**config.mk**
```make
export PLATFORM = sky130hd
export DESIGN_NAME = gpio_irq_ctrl
export DESIGN_NICKNAME = d
export VERILOG_FILES = /design/src/rtl/gpio_irq_pkg.sv /design/src/rtl/gpio_edge_sync.sv /design/src/rtl/gpio_bank.sv /design/src/rtl/gpio_irq_ctrl.sv
export SDC_FILE = /design/constraint.sdc
export NUM_CORES = 1
export LEC_CHECK = 0
export ABC_AREA = 1
export BUFFER_PORTS_ARGS = -buffer_cell sky130_fd_sc_hd__buf_4
export CAP_MARGIN = 15
export CELL_PAD_IN_SITES_DETAIL_PLACEMENT = 0
export CELL_PAD_IN_SITES_GLOBAL_PLACEMENT = 1
export CORE_ASPECT_RATIO = 2
export CORE_MARGIN = 2
export CORE_UTILIZATION = 47
export DETAILED_ROUTE_END_ITERATION = 12
export GPL_TIMING_DRIVEN = 0
export PLACE_DENSITY = 0.82
export SETUP_SLACK_MARGIN = 0.2
export SLEW_MARGIN = 20
export SYNTH_ARGS = -nofsm -noshare
export SYNTH_HDL_FRONTEND = slang
export SYNTH_SLANG_ARGS = --single-unit
```
**constraint.sdc**
```tcl
create_clock -name clk_i -period 2.5 [get_ports clk_i]
set_clock_uncertainty 0.1 [all_clocks]
set_input_delay 0.125 -clock clk_i [delete_from_list [all_inputs] [get_ports clk_i]]
set_output_delay 0.125 -clock clk_i [all_outputs]
set_load 0.01 [all_outputs]
```
**src/rtl/gpio_irq_pkg.sv**
```systemverilog
package gpio_irq_pkg;
  localparam int unsigned NUM_BANKS = 2;
  localparam int unsigned BANK_W    = 8;
  localparam int unsigned ADDR_W    = 8;
  localparam int unsigned DATA_W    = 8;

  localparam logic [ADDR_W-1:0] CTLO_BASE   = 8'h2B;
  localparam logic [ADDR_W-1:0] CTLI_BASE   = 8'h33;
  localparam logic [ADDR_W-1:0] BANK_STRIDE = 8'h10;
  localparam logic [ADDR_W-1:0] PEND_BASE   = 8'h0B;
  localparam logic [ADDR_W-1:0] MASK_BASE   = 8'h19;
  localparam logic [ADDR_W-1:0] SMASK_BASE  = 8'h1B;

  typedef enum logic [1:0] {
    EDGE_OFF  = 2'd0,
    EDGE_FALL = 2'd1,
    EDGE_RISE = 2'd2,
    EDGE_BOTH = 2'd3
  } edge_mode_e;
endpackage

```
**src/rtl/gpio_edge_sync.sv**
```systemverilog
module gpio_edge_sync #(
  parameter int unsigned WIDTH = 16
) (
  input  logic             clk_i,
  input  logic             rst_ni,
  input  logic [WIDTH-1:0] pin_i,
  output logic [WIDTH-1:0] lvl_o,
  output logic [WIDTH-1:0] rise_o,
  output logic [WIDTH-1:0] fall_o
);
  logic [WIDTH-1:0] meta_q, sync_q, prev_q;

  always_ff @(posedge clk_i or negedge rst_ni) begin
    if (!rst_ni) begin
      meta_q <= '0;
      sync_q <= '0;
      prev_q <= '0;
    end else begin
      meta_q <= pin_i;
      sync_q <= meta_q;
      prev_q <= sync_q;
    end
  end

  assign lvl_o  = sync_q;
  assign rise_o = sync_q & ~prev_q;
  assign fall_o = ~sync_q & prev_q;
endmodule

```
**src/rtl/gpio_bank.sv**
```systemverilog
module gpio_bank import gpio_irq_pkg::*; #(
  parameter int unsigned BANK_W   = 8,
  parameter int unsigned BANK_IDX = 0
) (
  input  logic                clk_i,
  input  logic                rst_ni,
  input  logic                we_i,
  input  logic [ADDR_W-1:0]   addr_i,
  input  logic [DATA_W-1:0]   wdata_i,
  input  logic [BANK_W-1:0]   lvl_i,
  input  logic [BANK_W-1:0]   rise_i,
  input  logic [BANK_W-1:0]   fall_i,
  output logic [BANK_W-1:0]   dir_o,
  output logic [BANK_W-1:0]   od_o,
  output logic [BANK_W-1:0]   val_o,
  output logic [BANK_W-1:0]   pull_en_o,
  output logic [2*BANK_W-1:0] pull_sel_o,
  output logic [BANK_W-1:0]   pend_o,
  output logic [BANK_W-1:0]   mask_o,
  output logic [BANK_W-1:0]   edge_hit_o,
  output logic [DATA_W-1:0]   rdata_o
);
  localparam int unsigned IDX_W = $clog2(BANK_W);
  localparam logic [ADDR_W-1:0] BW_A = ADDR_W'(BANK_W);
  localparam logic [ADDR_W-1:0] BI_A = ADDR_W'(BANK_IDX);
  localparam logic [ADDR_W-1:0] OB   = CTLO_BASE + BI_A * BANK_STRIDE;
  localparam logic [ADDR_W-1:0] IB   = CTLI_BASE + BI_A * BANK_STRIDE;
  localparam logic [ADDR_W-1:0] PB   = PEND_BASE + BI_A;
  localparam logic [ADDR_W-1:0] MB   = MASK_BASE + BI_A;
  localparam logic [ADDR_W-1:0] SB   = SMASK_BASE + BI_A;

  logic [5:0]        ctlo_q [BANK_W];
  edge_mode_e        mode_q [BANK_W];
  logic [BANK_W-1:0] pend_q, mask_q, smask_q;

  logic [ADDR_W-1:0] o_off, i_off;
  logic [IDX_W-1:0]  o_idx, i_idx;
  logic              o_hit, i_hit, p_hit, m_hit, s_hit;
  logic [BANK_W-1:0] clr;

  assign o_off = addr_i - OB;
  assign i_off = addr_i - IB;
  assign o_idx = o_off[IDX_W-1:0];
  assign i_idx = i_off[IDX_W-1:0];
  assign o_hit = o_off < BW_A;
  assign i_hit = i_off < BW_A;
  assign p_hit = addr_i == PB;
  assign m_hit = addr_i == MB;
  assign s_hit = addr_i == SB;
  assign clr   = (we_i && p_hit) ? wdata_i[BANK_W-1:0] : '0;

  always_ff @(posedge clk_i or negedge rst_ni) begin
    if (!rst_ni) begin
      for (int p = 0; p < BANK_W; p++) begin
        ctlo_q[p] <= '0;
        mode_q[p] <= EDGE_OFF;
      end
      pend_q  <= '0;
      mask_q  <= '1;
      smask_q <= '1;
    end else begin
      if (we_i && o_hit) ctlo_q[o_idx] <= wdata_i[5:0];
      if (we_i && i_hit) mode_q[i_idx] <= edge_mode_e'(wdata_i[2:1]);
      if (we_i && m_hit) mask_q  <= wdata_i[BANK_W-1:0];
      if (we_i && s_hit) smask_q <= wdata_i[BANK_W-1:0];
      // set beats clear on collision
      pend_q <= (pend_q & ~clr) | edge_hit_o;
    end
  end

  for (genvar p = 0; p < BANK_W; p++) begin : g_pin
    assign dir_o[p]            = ctlo_q[p][5];
    assign od_o[p]             = ctlo_q[p][4];
    assign pull_en_o[p]        = ctlo_q[p][3];
    assign pull_sel_o[2*p +: 2] = ctlo_q[p][2:1];
    assign val_o[p]            = ctlo_q[p][0];
    assign edge_hit_o[p]       = (fall_i[p] & mode_q[p][0]) | (rise_i[p] & mode_q[p][1]);
  end

  assign pend_o = pend_q;
  assign mask_o = mask_q;

  always_comb begin
    rdata_o = '0;
    if (o_hit)      rdata_o = {2'b00, ctlo_q[o_idx]};
    else if (i_hit) rdata_o = {5'b00000, mode_q[i_idx], lvl_i[i_idx]};
    else if (p_hit) rdata_o = DATA_W'(pend_q);
    else if (m_hit) rdata_o = DATA_W'(mask_q);
    else if (s_hit) rdata_o = DATA_W'(smask_q);
  end
endmodule

```
**src/rtl/gpio_irq_ctrl.sv**
```systemverilog
module gpio_irq_ctrl import gpio_irq_pkg::*; #(
  parameter int unsigned NUM_BANKS = gpio_irq_pkg::NUM_BANKS,
  parameter int unsigned BANK_W    = gpio_irq_pkg::BANK_W,
  localparam int unsigned NUM_PINS = NUM_BANKS * BANK_W
) (
  input  logic                  clk_i,
  input  logic                  rst_ni,
  input  logic                  reg_we_i,
  input  logic                  reg_re_i,
  input  logic [ADDR_W-1:0]     reg_addr_i,
  input  logic [DATA_W-1:0]     reg_wdata_i,
  output logic [DATA_W-1:0]     reg_rdata_o,
  input  logic [NUM_PINS-1:0]   pin_i,
  output logic [NUM_PINS-1:0]   pin_o,
  output logic [NUM_PINS-1:0]   pin_oe_o,
  output logic [NUM_PINS-1:0]   pull_en_o,
  output logic [2*NUM_PINS-1:0] pull_sel_o,
  output logic                  irq_o
);
  logic [NUM_PINS-1:0] lvl, rise, fall;
  logic [NUM_PINS-1:0] dir_q, od_q, val_q, pend_q, mask_q, edge_hit;
  logic [DATA_W-1:0]   bank_rdata [NUM_BANKS];
  logic [DATA_W-1:0]   rd_mux, rdata_q;

  gpio_edge_sync #(.WIDTH(NUM_PINS)) u_sync (
    .clk_i  (clk_i),
    .rst_ni (rst_ni),
    .pin_i  (pin_i),
    .lvl_o  (lvl),
    .rise_o (rise),
    .fall_o (fall)
  );

  for (genvar b = 0; b < NUM_BANKS; b++) begin : g_bank
    gpio_bank #(.BANK_W(BANK_W), .BANK_IDX(b)) u_bank (
      .clk_i      (clk_i),
      .rst_ni     (rst_ni),
      .we_i       (reg_we_i),
      .addr_i     (reg_addr_i),
      .wdata_i    (reg_wdata_i),
      .lvl_i      (lvl[b*BANK_W +: BANK_W]),
      .rise_i     (rise[b*BANK_W +: BANK_W]),
      .fall_i     (fall[b*BANK_W +: BANK_W]),
      .dir_o      (dir_q[b*BANK_W +: BANK_W]),
      .od_o       (od_q[b*BANK_W +: BANK_W]),
      .val_o      (val_q[b*BANK_W +: BANK_W]),
      .pull_en_o  (pull_en_o[b*BANK_W +: BANK_W]),
      .pull_sel_o (pull_sel_o[2*b*BANK_W +: 2*BANK_W]),
      .pend_o     (pend_q[b*BANK_W +: BANK_W]),
      .mask_o     (mask_q[b*BANK_W +: BANK_W]),
      .edge_hit_o (edge_hit[b*BANK_W +: BANK_W]),
      .rdata_o    (bank_rdata[b])
    );
  end

  always_comb begin
    rd_mux = '0;
    for (int b = 0; b < NUM_BANKS; b++) rd_mux |= bank_rdata[b];
  end

  always_ff @(posedge clk_i or negedge rst_ni) begin
    if (!rst_ni)       rdata_q <= '0;
    else if (reg_re_i) rdata_q <= rd_mux;
  end

  assign reg_rdata_o = rdata_q;
  // open-drain: drive only a low
  assign pin_oe_o    = dir_q & ~(od_q & val_q);
  assign pin_o       = val_q & ~od_q;
  assign irq_o       = |(pend_q & ~mask_q);
endmodule

```
# Word-level counts from Yosys, hierarchy flattened
# Cells that the tools add are included.
[word_totals] out_inout_bits=89 regBits=232 input_bits=36 elab_cells=191
[classes] reduce_logical=15 order_cmp=14 bitwise=70 n_eq_ne=6 muxes=40 addsub=4
[op_table] op="16-bit bitwise AND" n=6
[op_table] op="48-bit bitwise mux" n=2
[op_table] op="8-bit two-way mux" n=12
[op_table] op="16-bit inverter" n=5
[op_table] op="6-bit binary-select mux with 3-bit select" n=2
[op_table] op="6-bit demux with 3-bit select" n=2
[op_table] op="6-bit two-way mux" n=6
[op_table] op="1-bit bitwise AND" n=32
[op_table] op="16-bit bitwise mux" n=2
[op_table] op="8-bit by 5-bit == test with 1-bit output, second input constant" n=4
[op_table] op="8-bit by 4-bit < comparator with 1-bit output, second input constant" n=4
[op_table] op="8-bit OR" n=3
[op_table] op="8-bit by 6-bit subtractor with 8-bit output, second input constant" n=3
[op_table] op="8-bit bitwise AND" n=2
[op_table] op="8-bit by 4-bit == test with 1-bit output, second input constant" n=2
[op_table] op="4-bit >= comparator, second input constant" n=4
[op_table] op="4-bit by 1-bit < comparator with 1-bit output, second input constant" n=4
[op_table] op="3-bit inverter with 4-bit output" n=4
[op_table] op="8-bit inverter" n=2
[op_table] op="1-bit OR" n=16
[op_table] op="16-bit OR reduction" n=1
[op_table] op="1-bit logical AND" n=14
[op_table] op="2-bit binary-select mux with 3-bit select" n=2
[op_table] op="2-bit demux with 3-bit select" n=2
[op_table] op="5 further kinds" n=13

# Logic depth before layout (Yosys ltp)
# Gate-level depths: netlist of run 1.
[depth] word_depth=8 depth_mapped=17 mapped_depth_nobuf=14

# Cells and area by module
# A second synthesis of run 1 with hierarchy kept.
[unflattened] cells_unflattened=1599 area_unflattened_um2=12344.3
[modules_own_cells] module="gpio_bank at g_bank[1].u_bank" area_per_inst_um2=5165.0 cells_per_inst=687 seq_area_each_um2=2222.1 instances=1
[modules_own_cells] module="gpio_bank at g_bank[0].u_bank" area_per_inst_um2=4937.2 cells_per_inst=667 seq_area_each_um2=2222.1 instances=1
[modules_own_cells] module="gpio_edge_sync" area_per_inst_um2=1441.4 cells_per_inst=112 seq_area_each_um2=1201.2 instances=1
[modules_own_cells] module="gpio_irq_ctrl" area_per_inst_um2=800.8 cells_per_inst=133 seq_area_each_um2=200.2 instances=1

# Least setup slack after synthesis of run 1
# Ideal clock, no wire load.
[synth_path] path_type="input to register" startpoint="input reg_addr_i[0]" endpoint="register g_bank[0].u_bank.ctlo_q (netlist bit g_bank[0].u_bank.pull_en_o[1])" path_stages=11 setup_time_ns=0.129 arrival_ns=2.080 path_slack_ns=0.191 required_time_ns=2.271 path_cell_list="buf_2 > inv_2 > clkbuf_1 > ha_1 > clkbuf_1 > clkbuf_1 > nor3_1 > nand2_1 > buf_4 > nand2_1 > o21ai_2"
[synth_via] elab_chain_len=7 elab_cells_between_ends=10 cone_classes="add/sub (1); order compare (3); mux (3); bitwise (1); reduce/logical (2)"
[synth_lines] element="start: declaration" line_no="gpio_irq_ctrl.sv:10" rtl="input logic [ADDR_W-1:0] reg_addr_i,"
[synth_lines] element="8-bit by 6-bit subtractor with 8-bit output *" line_no="gpio_bank.sv:41" rtl="assign o_off = addr_i - OB;"
[synth_lines] element="3-bit inverter with 4-bit output (not written as such)" line_no="gpio_bank.sv:62" rtl="if (we_i && o_hit) ctlo_q[o_idx] <= wdata_i[5:0];"
[synth_lines] element="4-bit >= comparator (not written as such) or 4-bit by 1-bit < comparator with 1-bit output (tied branches)" line_no="gpio_bank.sv:62"
[synth_lines] element="1-bit logical AND (not written as such)" line_no="gpio_bank.sv:62"
[synth_lines] element="6-bit two-way mux (not written as such)" line_no="gpio_bank.sv:62"
[synth_lines] element="6-bit demux with 3-bit select" line_no="gpio_bank.sv:62"
[synth_lines] element="48-bit bitwise mux" line_no="gpio_bank.sv:62"
[synth_lines] element="end signal: indexed assignment" line_no="gpio_bank.sv:62"
[synth_lines] element="end: declaration" line_no="gpio_bank.sv:32" rtl="logic [5:0] ctlo_q [BANK_W];"
# Mark *: on every way between the ends. The rest lies on a longest branch, timed or not.
# A chain may end at the register's enable or synchronous reset.

# Worst setup path in the final report of run 1
[layout_path] startpoint="input reg_addr_i[0]" endpoint="register g_bank[0].u_bank.ctlo_q (netlist bit g_bank[0].u_bank.od_o[4])"
# Same word-level chain as after synthesis.

==> results of run 1 <==
-- cells by family (layout without fill, tap and decap cells) --
kind of cell	count (synthesis)	in the layout	synth area share [%]
buf+inv	167	364	6.33
compound gates	309	309	15.3
simple gates	678	678	24.7
xor+xnor	1	1	0.147
fa+ha+maj	4	4	0.454
flops	232	232	53.0
-- through the flow --
step | setup slack (ps) | util (%) | hold slack [ps]
2_1_floorplan | 191 | - | -271
3_3_place_gp | -1510 | 53.2 | 134
3_5_place_dp | -1430 | 53.5 | 43.9
4_1_cts | 228 | 58.8 | 0.609
5_1_grt | 209 | 58.8 | 50.1
6_report | 277 | 58.8 | 3.01
-- where the power goes --
group	internal [mW]	switching (mW)
registers	4.02	0.201
clock network	2.12	1.51
logic	0.441	0.784
total	6.58	2.49
-- worst register-to-register path: cells and delay by family (launching register included) --
| family | cells | cell delay (ps) |
|---|---|---|
| AOI/OAI and AO/OA | 1 | 220 |
| DFF | 1 | 350 |
| and+or+nand+nor | 8 | 980 |
| buffers and inverters | 1 | 60 |
-- Yosys cell counts, types with 3 or more instances --
cell | n | area [sq um]
nor2_4 | 3 | 33.8
o21ai_2 | 14 | 123
nand2_1 | 515 | 1930
a21oi_1 | 42 | 210
buf_1 | 3 | 11.3
a21boi_0 | 8 | 60.1
nor3_1 | 9 | 45.0
o211a_1 | 4 | 40.0
nand3_1 | 64 | 320
inv_2 | 3 | 11.3
ha_1 | 4 | 50.1
o21ai_0 | 140 | 701
o21ai_1 | 82 | 410
clkbuf_1 | 42 | 158
nor2_2 | 7 | 43.8
buf_2 | 12 | 60.1
nand2_2 | 6 | 37.5
o22ai_1 | 4 | 25.0
nand4_1 | 6 | 37.5
dfstp_2 | 32 | 841
o311ai_0 | 8 | 70.1
inv_1 | 95 | 357
nor2_1 | 64 | 240
buf_6 | 3 | 33.8
buf_4 | 9 | 67.6
dfrtp_1 | 200 | 5000
-- how the worst max path moves through the flow --
| stage | cells after the start | slack (ps) | to |
|---|---|---|---|
| 2_1_floorplan | 11 | 190 | g_bank[0].u_bank.pull_en_o[1]$_DFFE_PN0P_ |
| 3_3_place_gp | 13 | -1510 | g_bank[0].u_bank.od_o[6]$_DFFE_PN0P_ |
| 3_5_place_dp | 13 | -1430 | g_bank[0].u_bank.pull_en_o[2]$_DFFE_PN0P_ |
| 4_1_cts | 17 | 230 | reg_rdata_o[2]$_DFFE_PN0P_ |
| 5_1_grt | 14 | 210 | reg_rdata_o[1]$_DFFE_PN0P_ |
| 6_report | 12 | 280 | g_bank[0].u_bank.od_o[4]$_DFFE_PN0P_ |
-- layout make-up --
type | count | area, sq um | area share (%)
flip-flops and latches | 232 | 5850 | 43.0
multi-input cells | 992 | 4580 | 33.7
repair buffers | 157 | 1300 | 9.58
clock buffers | 28 | 634 | 4.66
inverters | 98 | 370 | 2.72
plain buffers | 69 | 367 | 2.69
well taps | 283 | 354 | 2.60
clock inverters | 12 | 154 | 1.13
-- timing repair --
item / in CTS / in global routing
pin swaps: 4 / 0
gates resized for setup: 33 / 7
hold endpoints to repair: 108 / 0
hold buffers: 21 / 0
setup buffers: 11 / 0
cloned: 0 / 0
endpoints found under the setup margin: 151 / 30
-- metal layers --
layer / wire [um] / vias to the layer above / track usage, %
met3: 1460 / 112 / 2.66
met5: 0 / - / 0
met4: 2690 / 0 / 19.8
met2: 20800 / 283 / 58.4
met1: 13800 / 4877 / 34.3
li1: - / 4878 / -
==> run_results.csv, run 1 <==
group,metric,value,unit
critical_path,reg2reg_to,"reg_rdata_o[5]$_DFFE_PN0P_",
sta,finalHoldViolations,0,
sta,report.final.slew_viol_count,0,
synth,synth-main-ff-cell,"dfrtp_1",
die,rows,79,
power_and_ir_drop,peakVddDrop,0.667,mV
sta,worst_slew_pin_slew,1080,ps
sta,fin_crit,2220,ps
sta,max_freq,450,MHz
cts,cts_max_level,1,
sta,setup_viol,0,
global_routing,grt_max_degree,81,
place,gp_congestion,0.964,
synth,ys_seq_elements,232,
critical_path,crit_path_max_incr_delay,510,ps
critical_path,required,2770,ps
routing,vias,10200,
critical_path,startpoint_type,"input pin",
place,dpl_cell_area,12400,sq um
critical_path,crit_fanout,11,
sta,fin_crit_sh,88.9,%
die,die-width,112,um
routing,drt_iter0_drc,698,
die,start_util,47.7,%
critical_path,crit_buf_inv,7,
synth,ys_types,35,
final_layout,final_cell_area,13600,sq um
cts,cts.sinks,232,
synth,postSynthCellCount,1391,
final_layout,drive_gt1_share,18.1,%
final_layout,fillers,2234,
critical_path,reg2reg_depth,10,
critical_path,cpMaxStageDelayCell,"nor3_2",
place,hpwl,29300,um
critical_path,worstPathArrival,2490,ps
synth,yosysSeqAreaShare,53.0,%
place,io_buffers,123,
place,dp_cells,1799,
sta,final.setup.tns,0,ps
routing,wl,38800,um
synth,synth_area,11000,sq um
synth,syn_avg_cell_area,7.93,sq um
cts,cts-root-buf,"clkbuf_16",
die,fp.dieArea,24800,sq um
final_layout,insertedDiodeCount,0,
synth,syn_nets,1431,
cts,tritoncts,"done",
worst_hold_path,min_from,"reg_wdata_i[7]",
synth,postSynth.asyncResetShare,100,%
cts,clk_latency,530,ps
critical_path,end_kind,"flip-flop",
power_and_ir_drop,p_total,9.07,mW
die,ios,125,
cts,numCtsBuffers,22,
final_layout,layout_common_cells,"515 x nand2_1, 200 x dfrtp_1, 143 x buf_4",
worst_hold_path,hp-class,"in2reg",
critical_path,ff2ff_setup_slack,740,ps
global_routing,grt_pass1_wl,57900,um
synth,ys_warn_count,0,
routing,via_per_inst,5.42,
sta,rsz0062_at_grt,"no",
synth,synth_edf_count,0,
cts,clockBufferDepth,3,
final_layout,layout_commonest_cell,"nand2_1",
die,coreArea,23100,sq um
final_layout,nets,1612,
final_layout,fin_cells,1871,
critical_path,worstSetupPathType,"in2reg",
power_and_ir_drop,power_density,667,nW/um^2
critical_path,rr_startpoint,"g_bank[0].u_bank.dir_o[3]$_DFFE_PN0P_",
critical_path,crit_path_start,"reg_addr_i[0]",
global_routing,first_global_vias,10000,
worst_hold_path,whs_endpoint,"g_bank[1].u_bank.smask_q[7]$_DFFE_PN1P_",
routing,first_pass_iters,5,
sta,relSlewSlack,28.2,%
cts,path_clk_slew,70,ps
power_and_ir_drop,p_leak,6.35,nW
final_layout,areaGrowthSynthToFinish,23.4,%
worst_hold_path,hold_depth,3,
run,maxCapViolCount,0,
die,die_y,221,um
global_routing,antenna_found_initial,0,
critical_path,crit_path_cell_trace,"buf_4, buf_4, inv_4, buf_8, ha_1, clkbuf_1, clkbuf_2, nor3_2, nand2_1, buf_2, nand2_1, o21ai_1",
critical_path,crit_family,"buffers and inverters",
routing,post_drt_wl_per_cell,20.7,um
global_routing,grt_usage,31.5,%
routing,final_antenna_net_count,0,
global_routing,gr-total-overflow,0,
routing,post-route-drc-count,0,
outcome,status,"complete, no violations",
Power figures use the tool's default switching activity.
==> run 2, diff against run 1 <==
RECOVER_POWER = 25   (was unset)
==> run_results.csv, run 2 (synthesis gave the netlist of run 1 again) <==
group,metric,value,unit
global_routing,gr-total-overflow,0,
global_routing,grt_max_degree,81,
power_and_ir_drop,peakVddDrop,0.667,mV
global_routing,grt_pass1_wl,57900,um
global_routing,grtUsageMet2,58.4,%
die,rows,79,
die,coreArea,23100,sq um
critical_path,crit_fanout,11,
place,dp_cells,1799,
sta,max_freq,451,MHz
routing,post-route-drc-count,0,
sta,report.final.slew_viol_count,0,
place,gp_congestion,0.964,
critical_path,worstSetupPathType,"in2reg",
critical_path,cpMaxStageDelayCell,"nor3_2",
final_layout,fillers,2234,
power_and_ir_drop,p_leak,6.35,nW
cts,cts_max_level,1,
routing,first_pass_iters,5,
critical_path,startpoint_type,"input pin",
final_layout,nets,1612,
final_layout,final_cell_area,13600,sq um
critical_path,rr_startpoint,"g_bank[0].u_bank.dir_o[3]$_DFFE_PN0P_",
critical_path,crit_path_start,"reg_addr_i[0]",
cts,numCtsBuffers,22,
sta,final.setup.tns,0,ps
worst_hold_path,hp-class,"in2reg",
critical_path,ff2ff_setup_slack,740,ps
sta,fin_crit,2220,ps
critical_path,reg2reg_depth,10,
cts,cts.sinks,232,
sta,finalHoldViolations,0,
die,start_util,47.7,%
die,die-width,112,um
power_and_ir_drop,p_total,9.07,mW
critical_path,crit_path_cell_trace,"buf_4, buf_4, inv_4, buf_8, ha_1, clkbuf_1, clkbuf_2, nor3_2, nand2_1, buf_2, nand2_1, o21ai_1",
global_routing,grtUsageMet1,34.3,%
routing,post_drt_wl_per_cell,20.7,um
critical_path,required,2770,ps
routing,wl,38700,um
sta,worst_slew_pin_slew,1070,ps
global_routing,grt_usage,31.5,%
place,io_buffers,123,
sta,relSlewSlack,28.6,%
run,maxCapViolCount,0,
global_routing,antenna_found_initial,0,
final_layout,multi_input_area,4580,sq um
final_layout,drive_gt1_share,18.1,%
die,ios,125,
critical_path,reg2reg_to,"reg_rdata_o[5]$_DFFE_PN0P_",
critical_path,crit_buf_inv,7,
routing,drt_iter0_drc,694,
cts,tritoncts,"done",
critical_path,crit_path_max_incr_delay,510,ps
place,dpl_cell_area,12400,sq um
critical_path,worstPathArrival,2490,ps
global_routing,first_global_vias,10000,
sta,rsz0062_at_grt,"no",
critical_path,end_kind,"flip-flop",
cts,cts-root-buf,"clkbuf_16",
die,fp.dieArea,24800,sq um
place,pre_cts_ws,-1430,ps
cts,clk_latency,530,ps
routing,via_per_inst,5.43,
die,die_y,221,um
global_routing,busiest_layer,"met2",
power_and_ir_drop,power_density,666,nW/um^2
final_layout,layout_commonest_cell,"nand2_1",
critical_path,cp.depth,12,
cts,path_clk_slew,70,ps
place,hpwl,29300,um
final_layout,insertedDiodeCount,0,
final_layout,areaGrowthSynthToFinish,23.4,%
sta,setup_slack,281,ps
routing,vias,10200,
outcome,status,"complete, no violations",
sta,setup_viol,0,
routing,final_antenna_net_count,0,
cts,clockBufferDepth,3,
global_routing,grt_util_met3,2.66,%
critical_path,cp-endpoint,"g_bank[0].u_bank.od_o[4]$_DFFE_PN0P_",
sta,fin_crit_sh,88.8,%
critical_path,crit_family,"buffers and inverters",
final_layout,layout.area.seq,5850,sq um
final_layout,fin_cells,1871,
final_layout,layout_common_cells,"515 x nand2_1, 200 x dfrtp_1, 137 x o21ai_0",
run 2: metrics by stage:
| step | hold WS, ps | util [%] |
|---|---|---|
| final | 3.36 | 58.8 |
| after global placement | 134 | 53.2 |
| after floorplan | -271 | - |
| after global routing | 50.1 | 58.8 |
| after CTS | 0.609 | 58.8 |
| after detailed placement | 43.9 | 53.5 |
run 2: where the power goes:
part | internal, mW | switching [mW]
clock | 2.12 | 1.50
sequential | 4.02 | 0.201
combinational | 0.439 | 0.784
total | 6.58 | 2.49
run 2: layout make-up:
type	count	area share, %
well taps	283	2.60
repair buffers	157	9.58
plain buffers	69	2.69
clock inverters	12	1.13
flip-flops and latches	232	43.0
inverters	98	2.72
clock buffers	28	4.66
multi-input cells	992	33.7
run 2: how the worst min path moves through the flow:
| stage | from | end | depth (start not counted) |
|---|---|---|---|
| 2_1_floorplan | rst_ni | g_bank[0].u_bank.dir_o[0]$_DFFE_PN0P_ | 0 |
| 3_3_place_gp | pin_i[14] | u_sync.meta_q[14]$_DFF_PN0_ | 1 |
| 3_5_place_dp | rst_ni | g_bank[0].u_bank.od_o[3]$_DFFE_PN0P_ | 1 |
| 4_1_cts | reg_we_i | g_bank[0].u_bank.smask_q[1]$_DFFE_PN1P_ | 4 |
| 5_1_grt | reg_we_i | g_bank[0].u_bank.smask_q[1]$_DFFE_PN1P_ | 4 |
| 6_report | reg_wdata_i[7] | g_bank[1].u_bank.smask_q[7]$_DFFE_PN1P_ | 3 |
run 2: layer usage:
layer	wire [um]	up-vias	part of all wire (%)
met2	20800	294	54
met4	2700	0	7.0
met3	1450	114	3.7
met1	13700	4870	36
li1	-	4880	-
met5	0	-	0
run 2: timing repair:
action / in CTS / in global routing
resized for setup: 33 / 7
hold buffers: 21 / 0
gates cloned: 0 / 0
setup endpoints to repair: 151 / 30
hold endpoints to repair: 108 / 0
buffers inserted: 11 / 0
pin swaps: 4 / 0
run 2: worst min-delay path, delay by kind of cell:
family	cells	cell delay, ps
compound gates	1	210
buf+inv	2	240
==> run 3, diff against run 2 <==
CORE_UTILIZATION = 48   (was 47)
PLACE_DENSITY = 0.83   (was 0.82)
SYNTH_HIERARCHICAL = 1   (was unset)
==> run_results.csv, run 3 <==
group,metric,value,unit
critical_path,reg2reg_depth,8,
critical_path,worstSetupPathType,"in2reg",
place,gp_congestion,0.924,
critical_path,ff2ff_setup_slack,760,ps
sta,report.final.slew_viol_count,0,
die,die-width,117,um
cts,numCtsBuffers,23,
synth,postSynthCellCount,1599,
global_routing,grt_usage,28.7,%
final_layout,final_cell_area,14700,sq um
sta,relSlewSlack,22.7,%
synth,syn_nets,1640,
synth,postSynth.asyncResetShare,100,%
sta,worst_slew_pin_slew,1160,ps
die,fp.dieArea,27100,sq um
cts,cts.sinks,232,
final_layout,insertedDiodeCount,0,
final_layout,layout_common_cells,"586 x nand2_1, 200 x dfrtp_1, 142 x inv_1",
sta,rsz0062_at_grt,"yes",
final_layout,final_util,57.6,%
place,io_buffers,116,
final_layout,fillers,2469,
global_routing,grt_max_degree,94,
routing,first_pass_iters,5,
final_layout,areaGrowthSynthToFinish,18.7,%
routing,vias,11600,
place,hpwl,27900,um
routing,via_per_inst,5.47,
global_routing,gr-total-overflow,0,
routing,final_antenna_net_count,0,
die,start_util,48.5,%
sta,final.setup.tns,0,ps
cts,clk_latency,530,ps
power_and_ir_drop,peakVddDrop,0.504,mV
place,dpl_cell_area,13700,sq um
power_and_ir_drop,p_leak,7.13,nW
critical_path,required,2810,ps
synth,synth_top_family_by_area,"simple AND/OR/NAND/NOR gates",
global_routing,first_global_vias,11400,
sta,timing.hold.ws,-6.94,ps
cts,cts_setup_buffers,0,
routing,drt_iter0_drc,997,
final_layout,drive_gt1_share,17.1,%
synth,ys_types,38,
synth,synth_fa_ha_area_share,0.507,%
global_routing,antenna_found_initial,0,
routing,wl,39300,um
synth,syn_avg_cell_area,7.72,sq um
global_routing,grt_pass1_wl,61700,um
synth,synth-main-ff-cell,"dfrtp_1",
outcome,status,"finished, violations left",
critical_path,reg2reg_to,"reg_rdata_o[1]$_DFFE_PN0P_",
sta,fin_crit,2230,ps
synth,synth_area_leaders,"dfrtp_1 41%, nand2_1 18%, nand4_1 6.9%",
sta,max_freq,449,MHz
synth,ys_warn_count,6,
sta,setup_viol,0,
outcome,violations,"hold timing",
critical_path,end_kind,"flip-flop",
final_layout,nets,1805,
sta,fin_crit_sh,89.1,%
power_and_ir_drop,power_density,619,nW/um^2
synth,synth_commonest_cells,"586 x nand2_1, 200 x dfrtp_1, 142 x inv_1",
sta,finalHoldViolations,2,
cts,cts_max_level,1,
synth,synth-xor-area-share,0.142,%
run,maxCapViolCount,0,
die,rows,83,
critical_path,startpoint_type,"input pin",
die,die_y,231,um
synth,synth_area,12300,sq um
cts,tritoncts,"done",
synth,synth_edf_count,0,
die,ios,125,
die,coreArea,25400,sq um
synth,synth-compound-area-share,10.1,%
routing,post_drt_wl_per_cell,18.5,um
critical_path,rr_startpoint,"g_bank[0].u_bank/pull_sel_o[10]$_DFFE_PN0P_",
cts,path_clk_slew,70,ps
synth,yosysMostFrequentCell,"nand2_1",
worst_hold_path,hp-class,"in2async",
synth,ys_seq_elements,232,
critical_path,crit_fanout,11,
synth,netlist.area_leader.share,40.5,%
final_layout,layout_commonest_cell,"nand2_1",
routing,post-route-drc-count,0,
synth,yosys.area.top_type,"dfrtp_1",
cts,cts-root-buf,"clkbuf_16",
cts,clockBufferDepth,3,
synth,synth.area.mux_share,0,%
critical_path,worstPathArrival,2540,ps
synth,yosysSeqAreaShare,47.4,%
synth,synth-simple-area-share,33.9,%
-- run 3: worst max-delay path by stage --
stage,to,start,cells past startpoint
floorplan,reg_rdata_o[2]$_DFFE_PN0P_,reg_addr_i[0],15
global placement,reg_rdata_o[3]$_DFFE_PN0P_,reg_addr_i[0],15
detailed placement,reg_rdata_o[3]$_DFFE_PN0P_,reg_addr_i[0],15
CTS,reg_rdata_o[4]$_DFFE_PN0P_,reg_addr_i[0],16
global route,g_bank[0].u_bank/val_o[4]$_DFFE_PN0P_,rst_ni,4
finish,reg_rdata_o[4]$_DFFE_PN0P_,reg_addr_i[0],14
-- run 3: routing by layer --
metal	routed length (um)	track usage, %
met1	16800	40.2
met2	18800	46.7
met3	2650	3.24
met4	1090	9.30
met5	0	0
-- run 3: where the power goes --
group / switching, mW / total [mW] / internal [mW]
logic: 0.915 / 1.43 / 0.514
clock network: 1.50 / 3.36 / 1.87
registers: 0.233 / 4.28 / 4.04
-- run 3: cell type report --
cell class | instances | area, sq um | share of cell area [%]
plain buffers | 84 | 443 | 3.02
well taps | 340 | 425 | 2.90
multi-input cells | 1129 | 5510 | 37.6
clock buffers | 33 | 673 | 4.59
inverters | 154 | 583 | 3.98
flip-flops and latches | 232 | 5850 | 39.9
repair buffers | 140 | 1130 | 7.74
clock inverters | 7 | 40.0 | 0.273
-- run 3: what timing repair did --
item / CTS / global route
setup endpoints to repair: 6 / 7
endpoints found under the hold margin: 177 / 0
hold buffers: 22 / 0
gates resized for setup: 9 / 14
-- run 3: critical path, cell delays in order --
cell,delay [ps]
buf_4,120
buf_4,190
inv_2,50
buf_4,170
buf_6,160
ha_2,440
buf_2,320
a21oi_1,80
o21ai_0,260
nand2_1,90
nand2_1,140
nand4_1,120
nor2_2,180
a21oi_2,60
-- run 3: logic make-up after synthesis --
logic type,Yosys count
AO/OA/AOI/OAI,218
AND/OR/NAND/NOR,904
flip-flops,232
XOR/XNOR,2
buffers and inverters,238
adder cells (fa/ha/maj),5
-- run 3: per-stage QoR --
| step | cells | setup slack [ps] | power, mW |
|---|---|---|---|
| CTS | 2119 | 249 | 9.13 |
| global placement | 2055 | -837 | 5.69 |
| global route | 2119 | 107 | 9.48 |
| finish | 2119 | 272 | 9.07 |
| floorplan | 1599 | 249 | 5.06 |
| detailed placement | 2057 | -810 | 5.73 |
